<file path="config.mk">
export PLATFORM = sky130hd
export DESIGN_NAME = fine_align_ctrl
export DESIGN_NICKNAME = d
export VERILOG_FILES = /design/src/rtl/fwa_pkg.sv /design/src/rtl/fwa_edge.sv /design/src/rtl/fwa_chan.sv /design/src/rtl/fwa_handshake.sv /design/src/rtl/fine_align_ctrl.sv
export SDC_FILE = /design/constraint.sdc
export NUM_CORES = 1
export LEC_CHECK = 0
export ABC_CLOCK_PERIOD_IN_PS = 2710
export CAP_MARGIN = 20
export CORE_MARGIN = 3
export CORE_UTILIZATION = 45
export CTS_CLUSTER_SIZE = 40
export DETAILED_ROUTE_END_ITERATION = 10
export DONT_BUFFER_PORTS = 1
export GPL_TIMING_DRIVEN = 0
export PLACE_DENSITY_LB_ADDON = 0.3
export SLEW_MARGIN = 10
export SYNTH_ARGS = -nofsm -noshare
export SYNTH_HDL_FRONTEND = slang
export SYNTH_SLANG_ARGS = --single-unit
</file>
<file path="constraint.sdc">
create_clock -name clk_i -period 2.71 [get_ports clk_i]
set_input_delay 0.542 -clock clk_i [delete_from_list [all_inputs] [get_ports clk_i]]
set_output_delay 0.542 -clock clk_i [all_outputs]
set_load 0.01 [all_outputs]
</file>
<file path="src/rtl/fwa_pkg.sv">
`timescale 1ns/1ps
package fwa_pkg;
  typedef enum logic [2:0] {
    CH_IDLE,
    CH_WAIT,
    CH_OBS,
    CH_EVAL,
    CH_WR,
    CH_DONE
  } ch_state_e;
endpackage

</file>
<file path="src/rtl/fwa_edge.sv">
`timescale 1ns/1ps
module fwa_edge #(
  parameter int W = 1
) (
  input  logic         clk_i,
  input  logic         rst_ni,
  input  logic [W-1:0] sig_i,
  output logic [W-1:0] rise_o
);
  logic [W-1:0] prev_q;

  always_ff @(posedge clk_i or negedge rst_ni) begin
    if (!rst_ni) prev_q <= '0;
    else         prev_q <= sig_i;
  end

  assign rise_o = sig_i & ~prev_q;
endmodule

</file>
<file path="src/rtl/fwa_chan.sv">
`timescale 1ns/1ps
module fwa_chan
  import fwa_pkg::*;
#(
  parameter int DLY_W  = 10,
  parameter int HIT_N  = 5,
  parameter int MISS_N = 5,
  parameter int TMO    = 60,
  parameter int WR_CYC = 3
) (
  input  logic             clk_i,
  input  logic             rst_ni,
  input  logic             go_i,
  input  logic             photon_rise_i,
  input  logic             valid_i,
  input  logic             at_edge_i,
  output logic [DLY_W-1:0] dly_o,
  output logic             wr_o,
  output logic             done_o
);
  localparam int RUN_MAX = (HIT_N > MISS_N) ? HIT_N : MISS_N;
  localparam int CNT_W   = $clog2(RUN_MAX + 1);
  localparam int TMR_W   = $clog2(TMO + 1);
  localparam int WRC_W   = $clog2(WR_CYC + 1);
  localparam logic [DLY_W-1:0] DMAX = {DLY_W{1'b1}};

  ch_state_e        state_q;
  logic [TMR_W-1:0] tmr_q;
  logic [CNT_W-1:0] hit_q, miss_q;
  logic [WRC_W-1:0] wcnt_q;
  logic [DLY_W-1:0] dly_q;
  logic             started_q, fin_q;
  logic             v_rise;

  fwa_edge #(.W(1)) u_vedge (
    .clk_i  (clk_i),
    .rst_ni (rst_ni),
    .sig_i  (valid_i),
    .rise_o (v_rise)
  );

  always_ff @(posedge clk_i or negedge rst_ni) begin
    if (!rst_ni) begin
      state_q   <= CH_IDLE;
      tmr_q     <= '0;
      hit_q     <= '0;
      miss_q    <= '0;
      wcnt_q    <= '0;
      dly_q     <= '0;
      started_q <= 1'b0;
      fin_q     <= 1'b0;
    end else begin
      case (state_q)
        CH_IDLE: if (go_i) state_q <= CH_WAIT;
        CH_WAIT: if (photon_rise_i) begin
          tmr_q   <= '0;
          state_q <= CH_OBS;
        end
        CH_OBS: begin
          // a valid rise wins over a timeout in the same cycle
          if (v_rise) begin
            hit_q   <= hit_q + 1'b1;
            miss_q  <= '0;
            state_q <= CH_EVAL;
          end else if (tmr_q == TMR_W'(TMO - 1)) begin
            miss_q  <= miss_q + 1'b1;
            hit_q   <= '0;
            state_q <= CH_EVAL;
          end else begin
            tmr_q <= tmr_q + 1'b1;
          end
        end
        CH_EVAL: begin
          state_q <= CH_WAIT;
          if (hit_q == CNT_W'(HIT_N)) begin
            if (at_edge_i || dly_q == DMAX) begin
              state_q <= CH_DONE;
            end else begin
              dly_q     <= dly_q + 1'b1;
              started_q <= 1'b1;
              fin_q     <= 1'b0;
              hit_q     <= '0;
              miss_q    <= '0;
              wcnt_q    <= '0;
              state_q   <= CH_WR;
            end
          end else if (miss_q == CNT_W'(MISS_N)) begin
            hit_q  <= '0;
            miss_q <= '0;
            // misses before any forward step are not an edge crossing
            if (started_q) begin
              dly_q   <= dly_q - 1'b1;
              fin_q   <= 1'b1;
              wcnt_q  <= '0;
              state_q <= CH_WR;
            end
          end
        end
        CH_WR: begin
          if (wcnt_q == WRC_W'(WR_CYC - 1)) state_q <= fin_q ? CH_DONE : CH_WAIT;
          else                              wcnt_q  <= wcnt_q + 1'b1;
        end
        CH_DONE: state_q <= CH_DONE;
        default: state_q <= CH_IDLE;
      endcase
    end
  end

  assign dly_o  = dly_q;
  assign wr_o   = (state_q == CH_WR);
  assign done_o = (state_q == CH_DONE);

  // strobe run length, observed independently of the write counter
  logic [WRC_W:0] run_q;
  always_ff @(posedge clk_i or negedge rst_ni) begin
    if (!rst_ni)   run_q <= '0;
    else if (wr_o) run_q <= run_q + 1'b1;
    else           run_q <= '0;
  end

  a_r6_strobe_len: assert property (@(posedge clk_i) disable iff (!rst_ni)
    $fell(wr_o) |-> (run_q == (WRC_W+1)'(WR_CYC)));

  a_r6_change_with_strobe: assert property (@(posedge clk_i) disable iff (!rst_ni)
    (dly_q != $past(dly_q)) |-> wr_o);

  a_r8_unit_step: assert property (@(posedge clk_i) disable iff (!rst_ni)
    (dly_q != $past(dly_q)) |->
      (dly_q == DLY_W'($past(dly_q) + 1'b1) || dly_q == DLY_W'($past(dly_q) - 1'b1)));

  a_r8_hold_when_done: assert property (@(posedge clk_i) disable iff (!rst_ni)
    done_o |=> (done_o && $stable(dly_q)));

  a_r1_idle_until_go: assert property (@(posedge clk_i) disable iff (!rst_ni)
    (state_q == CH_IDLE && !go_i) |=> (state_q == CH_IDLE));
endmodule

</file>
<file path="src/rtl/fwa_handshake.sv">
`timescale 1ns/1ps
module fwa_handshake (
  input  logic clk_i,
  input  logic rst_ni,
  input  logic all_done_i,
  output logic mix_en_o,
  output logic sync_end_o
);
  logic mix_q, end_q;

  always_ff @(posedge clk_i or negedge rst_ni) begin
    if (!rst_ni) begin
      mix_q <= 1'b1;
      end_q <= 1'b0;
    end else if (all_done_i) begin
      mix_q <= 1'b0;
      end_q <= 1'b1;
    end
  end

  assign mix_en_o   = mix_q;
  assign sync_end_o = end_q;

  a_r9_end_exclusive: assert property (@(posedge clk_i) disable iff (!rst_ni)
    sync_end_o |-> !mix_en_o);

  a_r9_end_sticky: assert property (@(posedge clk_i) disable iff (!rst_ni)
    sync_end_o |=> sync_end_o);
endmodule

</file>
<file path="src/rtl/fine_align_ctrl.sv">
`timescale 1ns/1ps
module fine_align_ctrl #(
  parameter int NCH    = 2,
  parameter int DLY_W  = 10,
  parameter int HIT_N  = 5,
  parameter int MISS_N = 5,
  parameter int TMO    = 60,
  parameter int WR_CYC = 3
) (
  input  logic                 clk_i,
  input  logic                 rst_ni,
  input  logic                 coarse_done_i,
  input  logic                 photon_i,
  input  logic [NCH-1:0]       valid_i,
  input  logic [NCH-1:0]       at_edge_i,
  output logic [NCH*DLY_W-1:0] dly_o,
  output logic [NCH-1:0]       dly_wr_o,
  output logic                 mix_en_o,
  output logic                 sync_end_o
);
  logic [NCH-1:0] done_w;
  logic [NCH-1:0] go_w;
  logic           ph_rise;

  fwa_edge #(.W(1)) u_ph_edge (
    .clk_i  (clk_i),
    .rst_ni (rst_ni),
    .sig_i  (photon_i),
    .rise_o (ph_rise)
  );

  for (genvar g = 0; g < NCH; g++) begin : g_ch
    if (g == 0) begin : g_first
      assign go_w[g] = coarse_done_i;
    end else begin : g_next
      assign go_w[g] = done_w[g-1];
    end

    fwa_chan #(
      .DLY_W  (DLY_W),
      .HIT_N  (HIT_N),
      .MISS_N (MISS_N),
      .TMO    (TMO),
      .WR_CYC (WR_CYC)
    ) u_chan (
      .clk_i         (clk_i),
      .rst_ni        (rst_ni),
      .go_i          (go_w[g]),
      .photon_rise_i (ph_rise),
      .valid_i       (valid_i[g]),
      .at_edge_i     (at_edge_i[g]),
      .dly_o         (dly_o[g*DLY_W +: DLY_W]),
      .wr_o          (dly_wr_o[g]),
      .done_o        (done_w[g])
    );

    if (g > 0) begin : g_order
      a_r1_chain_order: assert property (@(posedge clk_i) disable iff (!rst_ni)
        dly_wr_o[g] |-> done_w[g-1]);
    end
  end

  fwa_handshake u_hs (
    .clk_i      (clk_i),
    .rst_ni     (rst_ni),
    .all_done_i (&done_w),
    .mix_en_o   (mix_en_o),
    .sync_end_o (sync_end_o)
  );

  a_r9_end_needs_all: assert property (@(posedge clk_i) disable iff (!rst_ni)
    $rose(sync_end_o) |-> $past(&done_w));
endmodule

</file>
==> impl.org <==
** Synth
- After technology mapping, the gate count stands at 404.
- Syn_area_per_cell :: 9.70 sq um
- Most common cell in the netlist :: sky130_fd_sc_hd__dfrtp_1
- Dominant cells by area after synthesis :: sky130_fd_sc_hd__dfrtp_1 (40%), sky130_fd_sc_hd__ha_1 (8.9%), sky130_fd_sc_hd__o21ai_0 (4.5%)
- Leading post-synthesis cells by instance count :: sky130_fd_sc_hd__dfrtp_1 (62), sky130_fd_sc_hd__nor2_1 (35), sky130_fd_sc_hd__o21ai_0 (35), sky130_fd_sc_hd__nand2_1 (34), sky130_fd_sc_hd__ha_1 (28)
- Summing every instance area after synthesis gives a little under 0.004 sq mm.
- Share of synthesized area occupied by flip-flops and latches :: between 40 and 50%
- Main synth FF type :: sky130_fd_sc_hd__dfrtp_1
- sky130_fd_sc_hd__dfrtp_1 takes more of the synthesized area than any other cell.
- Count of cell types in the netlist :: 61
- The synthesized design devotes to its leading area cell type 39.6% of total area.
- Synth Warn # :: 0
- Post-synthesis async set-or-reset flop share :: 100%
- Post-synth EDFFs :: 0
- Synthesis inferred 63 register bits.
- Synthesized net count :: 442

** CTS
- TritonCTS clock tree :: built
- Inserted Clock Buffers :: 9
- Sink Count :: 63
- CTS placed an instance of sky130_fd_sc_hd__clkbuf_8 at the clock tree root.
- Level count of the clock H-tree :: 3
- After clock tree synthesis, the clock-pin slew on the worst setup and hold paths is 0.06 ns.
- Longest Clk Path Bufs :: 2
- Clock insertion delay at the later pin of the skew report :: ~0.34 ns

** Place
- Number of cells after detailed placement :: 509
- HPWL after detailed placement :: 5370 um
- Area of placed instances :: 0.00405 sq mm
- Number of port buffers :: 0
- Weighted congestion at the end of routability-driven global placement :: between 0.7 and 0.8

** Timing
- Final Hold Viols :: 0
- Final period utilization :: 92.9%
- Fmax achieved :: approximately 400 MHz
- Worst Tran Pin Value :: 0.993 ns
- Final setup viols :: 0
- On the final layout, the worst clock skew is 0.0133 ns.
- Worst slew margin relative to its limit :: 32.8%
- Final Slew Violations :: 0
- Hold Worst Slack :: 0.0548 ns
- Subtracting the final worst setup slack from the clock period gives 2.52 ns.

** Global routing
- After global routing the overflow that remains totals 0.
- The first global-routing pass estimated between 10000 and 15000 um of wire.
- The via count of the first global-routing pass came to 2861.
- The number of antenna violations at the first check in global routing came to 0.
- Largest net degree at the start of global routing :: between 60 and 70
- Global routing used around 16% of the available tracks across all layers.

** Routing
- Dividing the detail-routed wire length by the instance count gives around 15 um.
- After detailed routing, no signal wire sits above met4.
- First-pass iteration count of the detailed router :: 4
- Number of vias after detailed routing :: approximately 2900
- The count of nets left with antenna violations once routing finished came out at 0.
- Residual DRC :: 0
- Total detailed-routing wirelength :: 7720 um
- The detailed router finished its first iteration with between 100 and 150 violations.
- In the final routing, the length of wire on met1 measures ~3600 um.
- Length of routed met3 wiring :: 320 um
- The routed design uses 3730 um of met2 wire.
- Vias per cell :: 5.58

** Floorplanning
- IO Pins :: 32
- The initial utilization of the core area, before any placement, comes to between 40% and 50%.
- The total area inside the core boundary comes to 0.00834 sq mm.
- Floorplan die area :: just under 0.01 sq mm
- In this run the horizontal extent of the chip is 99.3 um.
- The die is 99.3 um tall.
- Placement row count :: 33

** Job
- Max-cap violations in this run came to 0.

** Run status
- The flow ran to the end, and the final reports show no timing, DRC or antenna violations.

** Worst setup path
- For the worst setup path, the data arrival time is 2.77 ns.
- STA classifies the critical path endpoint as a flop.
- The startpoint identified for the worst register-to-register timing path is g_ch[1].u_chan.hit_q[0].
- CP required :: 2.96 ns
- The worst register-to-register path has a depth of 9.
- Reg-to-reg setup timing slack :: about 0.19 ns
- Category of the worst setup path launch point :: flop
- On the critical path, the stage with the largest delay is an instance of sky130_fd_sc_hd__dfrtp_1.
- The worst register-to-register path ends at g_ch[1].u_chan.dly_o[9].
- The critical path contains buffers and inverters numbering 0 combined.
- Top fanout value on the critical path :: 12
- In this design, the critical path's most frequently occurring cell is sky130_fd_sc_hd__a21oi_1.
- Family with the most delay on the worst path :: compound AO/OA/AOI/OAI gates
- Highest cell delay on the worst timing path :: 0.41 ns
- Start-to-end type of the worst setup path :: flop to flop
- Worst path cell trace :: ha_1, nand2_2, ha_2, a211o_1, a21oi_1, o21ai_0, a21oi_1, mux2i_1, xor2_1

** Power and ir drop
- Across the VDD grid, the largest voltage drop is 0.269 mV.
- Power density over cell area :: 606 mW/mm^2
- The design draws around 2.6 mW.
- In this run the static leakage power is a little over 2 nW.

** Layout
- Layout area overhead :: 8.87%
- Design area :: 0.00427 sq mm
- Once layout is complete, the cells apart from fillers number 525.
- Count of inserted antenna diode cells :: 0
- The final layout contains between 400 and 500 nets.
- Share of final-layout standard cells stronger than drive strength 1 :: 13.1%
- Cells fill 51.2% of the core in the end.
- Fill cells in the final layout number 815.

** Min path
- Type of the most critical hold path :: input port to asynchronous set/reset pin
final cells by class:
| type | count | area [sq um] | area share, % |
|---|---|---|---|
| Buffer | 8 | 58.8 | 1.38 |
| Clock buffer | 11 | 131 | 3.08 |
| Clock inverter | 4 | 47.5 | 1.11 |
| Inverter | 19 | 71.3 | 1.67 |
| Multi-Input combinational cell | 314 | 2220 | 52.1 |
| Sequential cell | 63 | 1580 | 37.0 |
| Tap cell | 105 | 131 | 3.08 |
| Timing Repair Buffer | 1 | 27.5 | 0.645 |
routing by layer:
metal | GRT usage (%) | vias up
met5 | 0 | -
met4 | 4.83 | 0
met3 | 5.47 | 7
met2 | 27.5 | 37
met1 | 20.1 | 1414
li1 | - | 1469
layout by cell type (no fill, tap or decap), types with 6 or more instances in the layout:
master / count
sky130_fd_sc_hd__o21ai_0: 35
sky130_fd_sc_hd__a21oi_1: 15
sky130_fd_sc_hd__xnor2_1: 12
sky130_fd_sc_hd__clkbuf_8: 9
sky130_fd_sc_hd__o31ai_1: 6
sky130_fd_sc_hd__nand2b_1: 10
sky130_fd_sc_hd__a21o_1: 12
sky130_fd_sc_hd__mux2_2: 11
sky130_fd_sc_hd__a31oi_1: 8
sky130_fd_sc_hd__nand4_1: 12
sky130_fd_sc_hd__xor2_1: 7
sky130_fd_sc_hd__dfrtp_1: 62
sky130_fd_sc_hd__nor2_1: 35
sky130_fd_sc_hd__nand2_1: 33
sky130_fd_sc_hd__inv_1: 18
sky130_fd_sc_hd__nand3_1: 11
sky130_fd_sc_hd__ha_1: 27
sky130_fd_sc_hd__nor2b_1: 8
stage by stage:
step	TNS, ns	setup slack [ns]
after floorplan	0	0.400
after global placement	0	0.0605
after detailed placement	0	0.0591
final	0	0.191
after CTS	0	0.0490
after global routing	-0.00920	-0.00920
worst max path at each step:
stage,slack (ns),cells after the start,to,startpoint
after floorplan,0.40,9,g_ch[0].u_chan.dly_o[8],g_ch[0].u_chan.hit_q[0]
after global routing,-0.009,9,g_ch[1].u_chan.dly_o[9],g_ch[1].u_chan.hit_q[0]
after CTS,0.05,10,g_ch[0].u_chan.dly_o[6],g_ch[0].u_chan.hit_q[0]
after global placement,0.06,10,g_ch[0].u_chan.dly_o[6],g_ch[0].u_chan.hit_q[0]
after detailed placement,0.06,10,g_ch[0].u_chan.dly_o[6],g_ch[0].u_chan.hit_q[0]
final,0.19,9,g_ch[1].u_chan.dly_o[9],g_ch[1].u_chan.hit_q[0]
registers in the layout, summed over array words and instances (netlist names), 4 cells and up:
register / cells
g_ch.u_chan.hit_q: 6
g_ch.u_chan.state_q: 6
g_ch.u_chan.wcnt_q: 4
g_ch.u_chan.dly_o: 20
g_ch.u_chan.miss_q: 6
g_ch.u_chan.tmr_q: 12
logic make-up (layout without fill, tap and decap cells):
kind of cell	after synthesis	count (layout)	synth area share, %
buffers and inverters	27	43	3.32
AO/OA/AOI/OAI	103	103	17.2
adder cells (fa/ha/maj)	30	30	9.96
multiplexers	17	17	4.82
XOR/XNOR	19	19	4.25
flip-flops	63	63	40.2
AND/OR/NAND/NOR	145	145	20.2
where the power goes:
group | total, mW | internal, mW | switching, mW
clock network | 0.775 | 0.417 | 0.358
registers | 1.14 | 1.04 | 0.0959
logic | 0.674 | 0.287 | 0.387
repair_timing:
item | 4_1_cts | 5_1_grt
setup buffers | 0 | 0
endpoints found under the hold margin | 62 | 0
endpoints found under the setup margin | 0 | 6
resized for setup | 0 | 3
hold buffers | 1 | 0
Note: power is estimated with default switching activity, not from simulation.
